$ cat src/rtl/alu_pkg.sv
package alu_pkg;

  typedef enum logic [1:0] {
    RES_SUM  = 2'd0,
    RES_PROP = 2'd1,
    RES_ZERO = 2'd2
  } resSel_e;

  typedef struct packed {
    logic    useB;
    logic    invA;
    logic    forceCin;
    resSel_e resSel;
  } sliceCtrl_t;

endpackage

$ cat src/rtl/alu_decode.sv
module alu_decode
  import alu_pkg::*;
(
  input  logic [2:0] opCode,
  output sliceCtrl_t ctrl
);

  always_comb begin
    ctrl = '{useB: 1'b0, invA: 1'b0, forceCin: 1'b0, resSel: RES_ZERO};
    unique case (opCode)
      3'd0: ctrl = '{useB: 1'b1, invA: 1'b0, forceCin: 1'b0, resSel: RES_SUM};
      3'd6: ctrl = '{useB: 1'b1, invA: 1'b1, forceCin: 1'b1, resSel: RES_SUM};
      3'd2: ctrl = '{useB: 1'b0, invA: 1'b0, forceCin: 1'b1, resSel: RES_SUM};
      3'd3: ctrl = '{useB: 1'b0, invA: 1'b0, forceCin: 1'b0, resSel: RES_PROP};
      3'd1: ctrl = '{useB: 1'b1, invA: 1'b0, forceCin: 1'b0, resSel: RES_PROP};
      default: ctrl = '{useB: 1'b0, invA: 1'b0, forceCin: 1'b0, resSel: RES_ZERO};
    endcase
  end

endmodule

$ cat src/rtl/alu_slice.sv
module alu_slice
  import alu_pkg::*;
(
  input  logic       aBit,
  input  logic       bBit,
  input  logic       cIn,
  input  sliceCtrl_t ctrl,
  output logic       gen,
  output logic       prop,
  output logic       rBit
);

  logic aEff;
  logic bEff;

  assign aEff = aBit ^ ctrl.invA;
  assign bEff = bBit & ctrl.useB;
  assign gen  = aEff & bEff;
  assign prop = aEff ^ bEff;

  always_comb begin
    unique case (ctrl.resSel)
      RES_SUM:  rBit = prop ^ cIn;
      RES_PROP: rBit = prop;
      default:  rBit = 1'b0;
    endcase
  end

endmodule

$ cat src/rtl/cla_unit.sv
module cla_unit #(
  parameter int N = 4
) (
  input  logic [N-1:0] gIn,
  input  logic [N-1:0] pIn,
  input  logic         cin,
  output logic [N-1:0] cOut,
  output logic         gOut,
  output logic         pOut
);

  // Carry into position pos, in sum-of-products lookahead form.
  function automatic logic carryAt(input logic [N-1:0] g, input logic [N-1:0] p,
                                   input logic c0, input int pos);
    logic acc;
    logic chain;
    acc = 1'b0;
    for (int j = 0; j < pos; j++) begin
      chain = 1'b1;
      for (int k = j + 1; k < pos; k++) chain = chain & p[k];
      acc = acc | (g[j] & chain);
    end
    chain = 1'b1;
    for (int k = 0; k < pos; k++) chain = chain & p[k];
    return acc | (c0 & chain);
  endfunction

  always_comb begin
    for (int i = 0; i < N; i++) cOut[i] = carryAt(gIn, pIn, cin, i);
    gOut = carryAt(gIn, pIn, 1'b0, N);
    pOut = &pIn;
  end

endmodule

$ cat src/rtl/alu_datapath.sv
module alu_datapath
  import alu_pkg::*;
#(
  parameter int WIDTH = 16,
  parameter int GROUP = 4
) (
  input  logic [WIDTH-1:0] aIn,
  input  logic [WIDTH-1:0] bIn,
  input  sliceCtrl_t       ctrl,
  output logic [WIDTH-1:0] resOut,
  output logic             carryOut
);

  localparam int NGRP = WIDTH / GROUP;

  logic [WIDTH-1:0] sliceG;
  logic [WIDTH-1:0] sliceP;
  logic [WIDTH-1:0] bitC;
  logic [NGRP-1:0]  grpG;
  logic [NGRP-1:0]  grpP;
  logic [NGRP-1:0]  grpCin;
  logic             topG;
  logic             topP;

  for (genvar i = 0; i < WIDTH; i++) begin : g_slice
    alu_slice slice_i (
      .aBit(aIn[i]),
      .bBit(bIn[i]),
      .cIn (bitC[i]),
      .ctrl(ctrl),
      .gen (sliceG[i]),
      .prop(sliceP[i]),
      .rBit(resOut[i])
    );
  end

  for (genvar grp = 0; grp < NGRP; grp++) begin : g_level1
    cla_unit #(.N(GROUP)) grp_i (
      .gIn (sliceG[grp*GROUP +: GROUP]),
      .pIn (sliceP[grp*GROUP +: GROUP]),
      .cin (grpCin[grp]),
      .cOut(bitC[grp*GROUP +: GROUP]),
      .gOut(grpG[grp]),
      .pOut(grpP[grp])
    );
  end

  cla_unit #(.N(NGRP)) level2_i (
    .gIn (grpG),
    .pIn (grpP),
    .cin (ctrl.forceCin),
    .cOut(grpCin),
    .gOut(topG),
    .pOut(topP)
  );

  assign carryOut = (ctrl.resSel == RES_SUM) ? (topG | (topP & ctrl.forceCin)) : 1'b0;

  always_comb begin
    if (ctrl.resSel == RES_ZERO) begin

      zero_mode_chk: assert (resOut == '0 && carryOut == 1'b0);
    end
    if (ctrl.resSel == RES_PROP) begin

      logic_nocarry_chk: assert (resOut == (aIn ^ (bIn & {WIDTH{ctrl.useB}})));
    end
  end

endmodule

$ cat src/rtl/slice_alu.sv
module slice_alu
  import alu_pkg::*;
#(
  parameter int WIDTH = 16,
  parameter int GROUP = 4
) (
  input  logic [WIDTH-1:0] opA,
  input  logic [WIDTH-1:0] opB,
  input  logic [2:0]       opCode,
  output logic [WIDTH-1:0] result,
  output logic             carryOut
);

  sliceCtrl_t ctrl;

  alu_decode decode_i (
    .opCode(opCode),
    .ctrl  (ctrl)
  );

  alu_datapath #(.WIDTH(WIDTH), .GROUP(GROUP)) datapath_i (
    .aIn     (opA),
    .bIn     (opB),
    .ctrl    (ctrl),
    .resOut  (result),
    .carryOut(carryOut)
  );

  always_comb begin
    if (opCode == 3'd0) begin

      add_sum_chk: assert ({carryOut, result} == ({1'b0, opA} + {1'b0, opB}));
    end
    if (opCode == 3'd6) begin

      sub_rev_chk: assert ({carryOut, result} == ({1'b0, opB} + {1'b0, ~opA} + 1'b1));
    end
    if (opCode == 3'd2) begin

      inc_chk: assert ({carryOut, result} == ({1'b0, opA} + 1'b1));
    end
    if (opCode == 3'd1) begin

      xor_chk: assert (result == (opA ^ opB) && carryOut == 1'b0);
    end
  end

endmodule

$ cat config.mk
export PLATFORM = sky130hd
export DESIGN_NAME = slice_alu
export DESIGN_NICKNAME = d
export VERILOG_FILES = /design/src/rtl/alu_pkg.sv /design/src/rtl/alu_decode.sv /design/src/rtl/alu_slice.sv /design/src/rtl/cla_unit.sv /design/src/rtl/alu_datapath.sv /design/src/rtl/slice_alu.sv
export SDC_FILE = /design/constraint.sdc
export NUM_CORES = 1
export LEC_CHECK = 0
export ABC_AREA = 0
export BUFFER_PORTS_ARGS = -buffer_cell sky130_fd_sc_hd__buf_4
export CORE_MARGIN = 5
export CORE_UTILIZATION = 52
export DETAILED_ROUTE_END_ITERATION = 10
export GPL_TIMING_DRIVEN = 1
export PLACE_DENSITY = 0.9
export SLEW_MARGIN = 15
export SYNTH_ARGS = -nofsm -noshare
export SYNTH_HDL_FRONTEND = slang
export SYNTH_HIERARCHICAL = 1
export SYNTH_SLANG_ARGS = --single-unit
$ cat constraint.sdc
create_clock -name vclk -period 4.39
set_input_delay 0.2195 -clock vclk [all_inputs]
set_output_delay 0.2195 -clock vclk [all_outputs]
set_load 0.03 [all_outputs]
# After elaboration in Yosys (flattened, before gate mapping)
# Cells that the tools add are included.
# totals
output_inout_bits	17
inputBits	35
ff_bits	0
# op_classes
bitwise_logic	197
n_eq_ne	5
n_reduce_logical	7
n_mux	18
# ops
cell	count
$and A1 B1 Y1	103
$xor A1 B1 Y1	48
$or A1 B1 Y1	46
$pmux W1 S2	16
$pmux W5 S5	1
$reduce_and A16 Y1	1
$reduce_and A4 Y1	4
$eq A3 B2 Y1 const B	2
$eq A3 B1 Y1 const B	1
$eq A3 B3 Y1 const B	1
$logic_not A3 Y1	1
$eq A2 B1 Y1 const B	1
$logic_not A2 Y1	1
$mux W1	1

# Logic depth before layout (Yosys ltp)
# Gate-level depths: netlist of run 1.
# logic_depth
ltp_word	18
depth_mapped	12
ltp_nobuf	12

# Cells and area by module
# The synthesis of run 1 kept the hierarchy.
# by_module_without_submodules
module	cells_per_inst	instances	area_per_inst_um2
alu_slice	7	16	56.3
cla_unit	11	5	65.1
alu_decode	5	1	36.3
alu_datapath	2	1	18.8

# Worst setup path before layout of run 1
# No wires, ideal clock.
# synth_timing
path_kind	input-to-output
from	input opCode[0]
to	output result[15]
required_ns	4.171
cell_stages	12
path_buffers	0
arrival_time_ns	3.255
setup_slack_ns	0.915
cell_sequence	and3b_1 -> o21bai_1 -> and2_1 -> ha_1 -> a21oi_1 -> o21ai_0 -> a21o_1 -> a31o_1 -> a21o_1 -> a31o_1 -> nor2b_1 -> mux2_2
# synth_lines
element	line_no	source
start: declaration	slice_alu.sv:9	input logic [2:0] opCode,
end: declaration	slice_alu.sv:10	output logic [WIDTH-1:0] result,

==> qor.csv, run 1 <==
metric,value,unit
Max VDD drop,0.000107,V
WHS,1.04,ns
Post-Syn Instances,174,
Power Density,169,nW/µm²
total gr overflow,0,
Initial Util,53.2,%
post-synth cell types,17,
pre-CTS WS,0.882,ns
FILL cells,209,
largest cells by area after synthesis,"ha_1 (16%), mux2_2 (14%), xor2_1 (11%), and2b_1 (10%), a21o_1 (8.8%)",
final period utilization,79.9,%
Resized cells post-CTS,0,
Slew HR,28.1,%
first-pass GRT wire length,4.86,mm
syn avg cell area,7.36,µm²
I/O pin cnt,52,
P&R area growth vs syn,31.4,%
FF/Latch Area,0,µm²
Iteration-0 DRC Markers,27,
GP Congestion,0.757,
Post-Route Setup TNS,0,ns
Max Freq,0.285,GHz
row count,18,
final WL,2.91,mm
"Cell Area, Synth",1280,µm²
CP startpoint kind,input port,
Static Leak,0.991,nW
drc violations,0,
initial antenna violation count,0,
top cell type by total area after synthesis,ha_1,
Post-CTS Hold Buffers,0,
Yosys warnings,6,
Chip Height,59.6,µm
area of the core,2410,µm²
largest net degree at the start of global routing,34,
"Max FO, Critical Path",16,
WL/cell,11.5,µm
post-CTS setup buffer count,0,
RSZ-0062 raised after global routing,false,
worst min path class,in -> out,
Worst Hold Depth,4,
gr usage total,16.4,%
ANT cells,0,
antenna violation net count after detailed routing,0,
die area,3560,µm²
net count after synthesis,225,
Final HPWL DP,2.33,mm
Max Cap Viol,0,
Final setup violation count,0,
most common cell in the netlist,nor2_1,
Via-to-Cell Ratio,5.32,
total power,0.285,mW
clock buf count,0,
Synth top area share,15.6,%
synth cell count leaders,"nor2_1 (21), nor2b_1 (18), and2b_1 (17)",
seq_cells,0,
Final min period,3.51,ns
DIE WIDTH,59.6,µm
vias in the first global route,1216,
critical path type,in -> out,
DR vias,1340,
"Seq/Total Area, Yosys",0,%
PortBufs,52,
fraction of layout cells with a size suffix above 1,32.9,%
final worst slack,0.883,ns
Worst Max-Slew Pin Slew,1.07,ns
CP endpoint kind,primary output,
Final Hold Viols,0,
Final nets,275,
Pre-antenna DRT Iters,5,
status,finished clean,
critical path arrival,3.29,ns
Pins Over Slew Limit,0,
Worst EP required,4.17,ns
-- final timing paths --
kind,slack (ns),to,from
hold / removal,1.04,carryOut,opCode[2]
setup / recovery,0.88,result[15],opCode[1]
-- cells by family (layout without fill, tap and decap cells) --
kind of cell,Yosys count,after routing,synth area share [%]
AOI/OAI and AO/OA,37,37,19.3
xor gates and xnor gates,16,16,10.9
buffers and inverters,5,53,2.93
muxes,16,16,14.1
adders and majority gates,16,16,15.6
and+or+nand+nor,84,84,37.1
-- power by group --
group,internal (mW),switching [mW],leakage [nW],total (mW)
clock network,0,0,0,0
logic,0.136,0.149,0.991,0.285
registers,0,0,0,0
-- layer usage --
layer	global-route usage [%]	share of wire, %	vias to the layer above
met5	0	0	-
met4	1.90	0.79	0
met2	30.0	50	25
li1	-	-	697
met1	21.5	44	616
met3	1.09	4.7	2
-- layout make-up --
type | count | area, µm² | area share [%]
well taps | 30 | 37.5 | 2.23
repair buffers | 53 | 398 | 23.6
multi-input cells | 169 | 1250 | 74.1
-- per-stage QoR --
step                      area, µm²  utilization (%)  std cells
after CTS                      1680             69.9        252
final                          1680             69.9        252
after detailed placement       1680             69.9        252
after floorplan                1280                -        174
after global routing           1680             69.9        252
after global placement         1680             69.8        252
-- layout by cell type, fill, tap and decap left out, types with 2 or more instances in the layout --
cell     Yosys  layout
a21o_1      15      15
a21oi_1     10      10
a31o_1       5       5
and2_1      16      16
and2b_1     17      17
buf_4        5      53
ha_1        16      16
mux2_2      16      16
nand2_1     10      10
nor2_1      21      21
nor2b_1     18      16
nor2b_2      0       2
o21ai_0      5       5
xor2_1      16      16
-- critical path, cell delays in order --
cell      delay (ns)
buf_4           0.12
o21bai_1        0.66
and2_1          0.23
ha_1            0.28
a21oi_1         0.17
o21ai_0         0.13
a21o_1          0.21
a31o_1          0.23
a21o_1          0.20
a31o_1          0.22
nor2b_1         0.13
mux2_2          0.31
buf_4           0.17
No activity file was read; power rests on OpenSTA's default activity.
==> run 2, diff against run 1 <==
Settings changed: ABC_AREA 0 to 1, CORE_UTILIZATION 52 to 49, PLACE_DENSITY 0.9 to 0.86.
Clock period 4.39 ns to 3 ns, I/O delays scaled along.
==> run 2 against run 1 <==
Final area up 18%. Power rose by 64%. Die area increased by 22%. Synthesized area grew 20%. Flip-flop and latch count did not move. Routed wire length is 26% higher. Synthesized cell count increased by 74%. Global-route usage grew 0.82 points. Hold slack got worse by 0.21 ns.
==> qor.csv, run 2 <==
metric,value,unit,change
I/O pin cnt,52,,unchanged
"Cell Area, Synth",1540,µm²,+20%
initial antenna violation count,0,,unchanged
top cell type by total area after synthesis,nand2_1,,
Final nets,407,,+48%
most common cell in the netlist,nand2_1,,
net count after synthesis,354,,+57%
switch share,60.7,%,+8.4 points
status,finished clean,,
"critical path, cell by cell",buf_4 > inv_1 > nand3_1 > inv_1 > buf_4 > xor2_1 > ha_1 > nand2_1 > nor2_1 > nand3_1 > nand2_1 > nor2_1 > nand2_1 > nand4_1 > nand2_1 > inv_1 > nand2_1 > nand3_1 > nand2_1 > buf_4,,
Slowest cell on crit path,ha_1,,
Final min period,2.62,ns,
"Seq/Total Area, Yosys",0,%,unchanged
DR vias,1900,,+42%
Pre-antenna DRT Iters,4,,-1
post-synth cell types,13,,-4
worst hold start,opCode[0],,
Max VDD drop,0.000121,V,+13%
WHS,0.829,ns,-0.212 ns
Max Freq,0.381,GHz,
Slew HR,72.3,%,+44 points
P_int,0.183,mW,+35%
Synth top area share,26.7,%,+11 points
Post-Syn Instances,303,,+74%
Worst Max-Slew Pin Slew,0.415,ns,-0.659 ns
Yosys warnings,6,,unchanged
WL/cell,9.21,µm,-20%
Chip Height,66.0,µm,+11%
final WL,3.67,mm,+26%
Crit path max-delay family,simple AND/OR/NAND/NOR gates,,
"most used cell, CP",nand2_1,,
post-CTS setup buffer count,0,,unchanged
ANT cells,0,,unchanged
vias in the first global route,1666,,+37%
largest cells by area after synthesis,"nand2_1 (27%), inv_1 (16%), ha_1 (13%), xor2_1 (9.1%), nand3_1 (8.8%)",,
drc violations,0,,unchanged
final period utilization,87.5,%,
synth cell count leaders,"nand2_1 (109), inv_1 (64), nor2_1 (29)",,
Static Leak,1.34,nW,+35%
RSZ-0062 raised after global routing,false,,
DIE WIDTH,66.0,µm,+11%
clock power share,0,%,unchanged
"Max FO, Critical Path",10,,-6
seq_cells,0,,unchanged
Max Cap Viol,0,,unchanged
row count,20,,+2
GP Congestion,0.833,,+10%
Resized cells post-CTS,0,,unchanged
Final Hold Viols,0,,unchanged
Sequential Power Share,0,%,unchanged
Post-Place Cell Area,1980,µm²,+17%
fraction of layout cells with a size suffix above 1,18.4,%,-15 points
Final setup violation count,0,,unchanged
PortBufs,52,,unchanged
P&R area growth vs syn,29.0,%,
area of the core,3030,µm²,+26%
critical path type,in -> out,,
total power,0.467,mW,+64%
final instance area,1980,µm²,+18%
die area,4350,µm²,+22%
"most common cell after layout, fill and taps aside",nand2_1,,
syn avg cell area,5.07,µm²,-31%
most frequent cells in the layout,"nand2_1 (108), inv_1 (64), buf_4 (56)",,
NetSw,0.283,mW,+90%
antenna violation net count after detailed routing,0,,unchanged
first-pass GRT wire length,6.44,mm,+32%
total gr overflow,0,,unchanged
CP endpoint kind,primary output,,
Power Density,236,nW/µm²,+39%
combinational share of power,100.0,%,about the same
Via-to-Cell Ratio,4.77,,-10%
largest net degree at the start of global routing,34,,unchanged
gr usage total,17.2,%,+0.82 points
Critical path buffers and inverters,6,,+4
Post-Route Setup TNS,0,ns,unchanged
worst min path class,in -> out,,
CP startpoint kind,input port,,
CP Launch Point,opCode[0],,
Iteration-0 DRC Markers,73,,+170%
Pins Over Slew Limit,0,,unchanged
critical path arrival,2.47,ns,-0.82 ns
Worst EP required,2.85,ns,-1.32 ns
Post-CTS Hold Buffers,0,,unchanged
Initial Util,50.7,%,-2.5 points
clock buf count,0,,unchanged
Worst path max stage delay,0.39,ns,-0.27 ns
Final HPWL DP,2.91,mm,+25%
FF/Latch Area,0,µm²,unchanged
run 2: power by group through the flow:
stage | sequential [mW] | clock, mW | combinational [mW]
detailed placement | 0 | 0 | 0.466
global placement | 0 | 0 | 0.459
finish | 0 | 0 | 0.467
global route | 0 | 0 | 0.527
floorplan | 0 | 0 | 0.333
CTS | 0 | 0 | 0.468
run 2: final cells by class:
| class | count | area (µm²) |
|---|---|---|
| Tap cell | 44 | 55.1 |
| Timing Repair Buffer | 56 | 420 |
| Inverter | 64 | 240 |
| Multi-Input combinational cell | 234 | 1260 |
| Fill cell | 331 | 1050 |
run 2: metal layers:
metal	global-route usage [%]	vias up	part of all wire, %
met5	0	-	0
met4	0.761	0	0
met3	0.680	0	5.8
met2	34.2	48	50
met1	21.2	821	44
li1	-	1031	-
run 2: final timing paths:
| path | end | cells past startpoint |
|---|---|---|
| worst min-delay path | result[0] | 6 |
| worst max-delay path | result[15] | 20 |
run 2: cells by family (layout without fill, tap and decap cells):
logic type	Yosys count	after routing	share of synthesized area [%]
fa+ha+maj	16	16	13.0
buf+inv	69	120	18.1
compound gates	15	15	6.93
xor+xnor	16	16	9.13
simple gates	187	187	52.8
run 2: stage by stage:
step,utilization [%],setup slack [ns],cells
after floorplan,-,0.473,303
after global placement,65.2,0.340,398
after detailed placement,65.2,0.288,398
after CTS,65.2,0.288,398
after global routing,65.4,0.0523,398
final,65.4,0.376,398
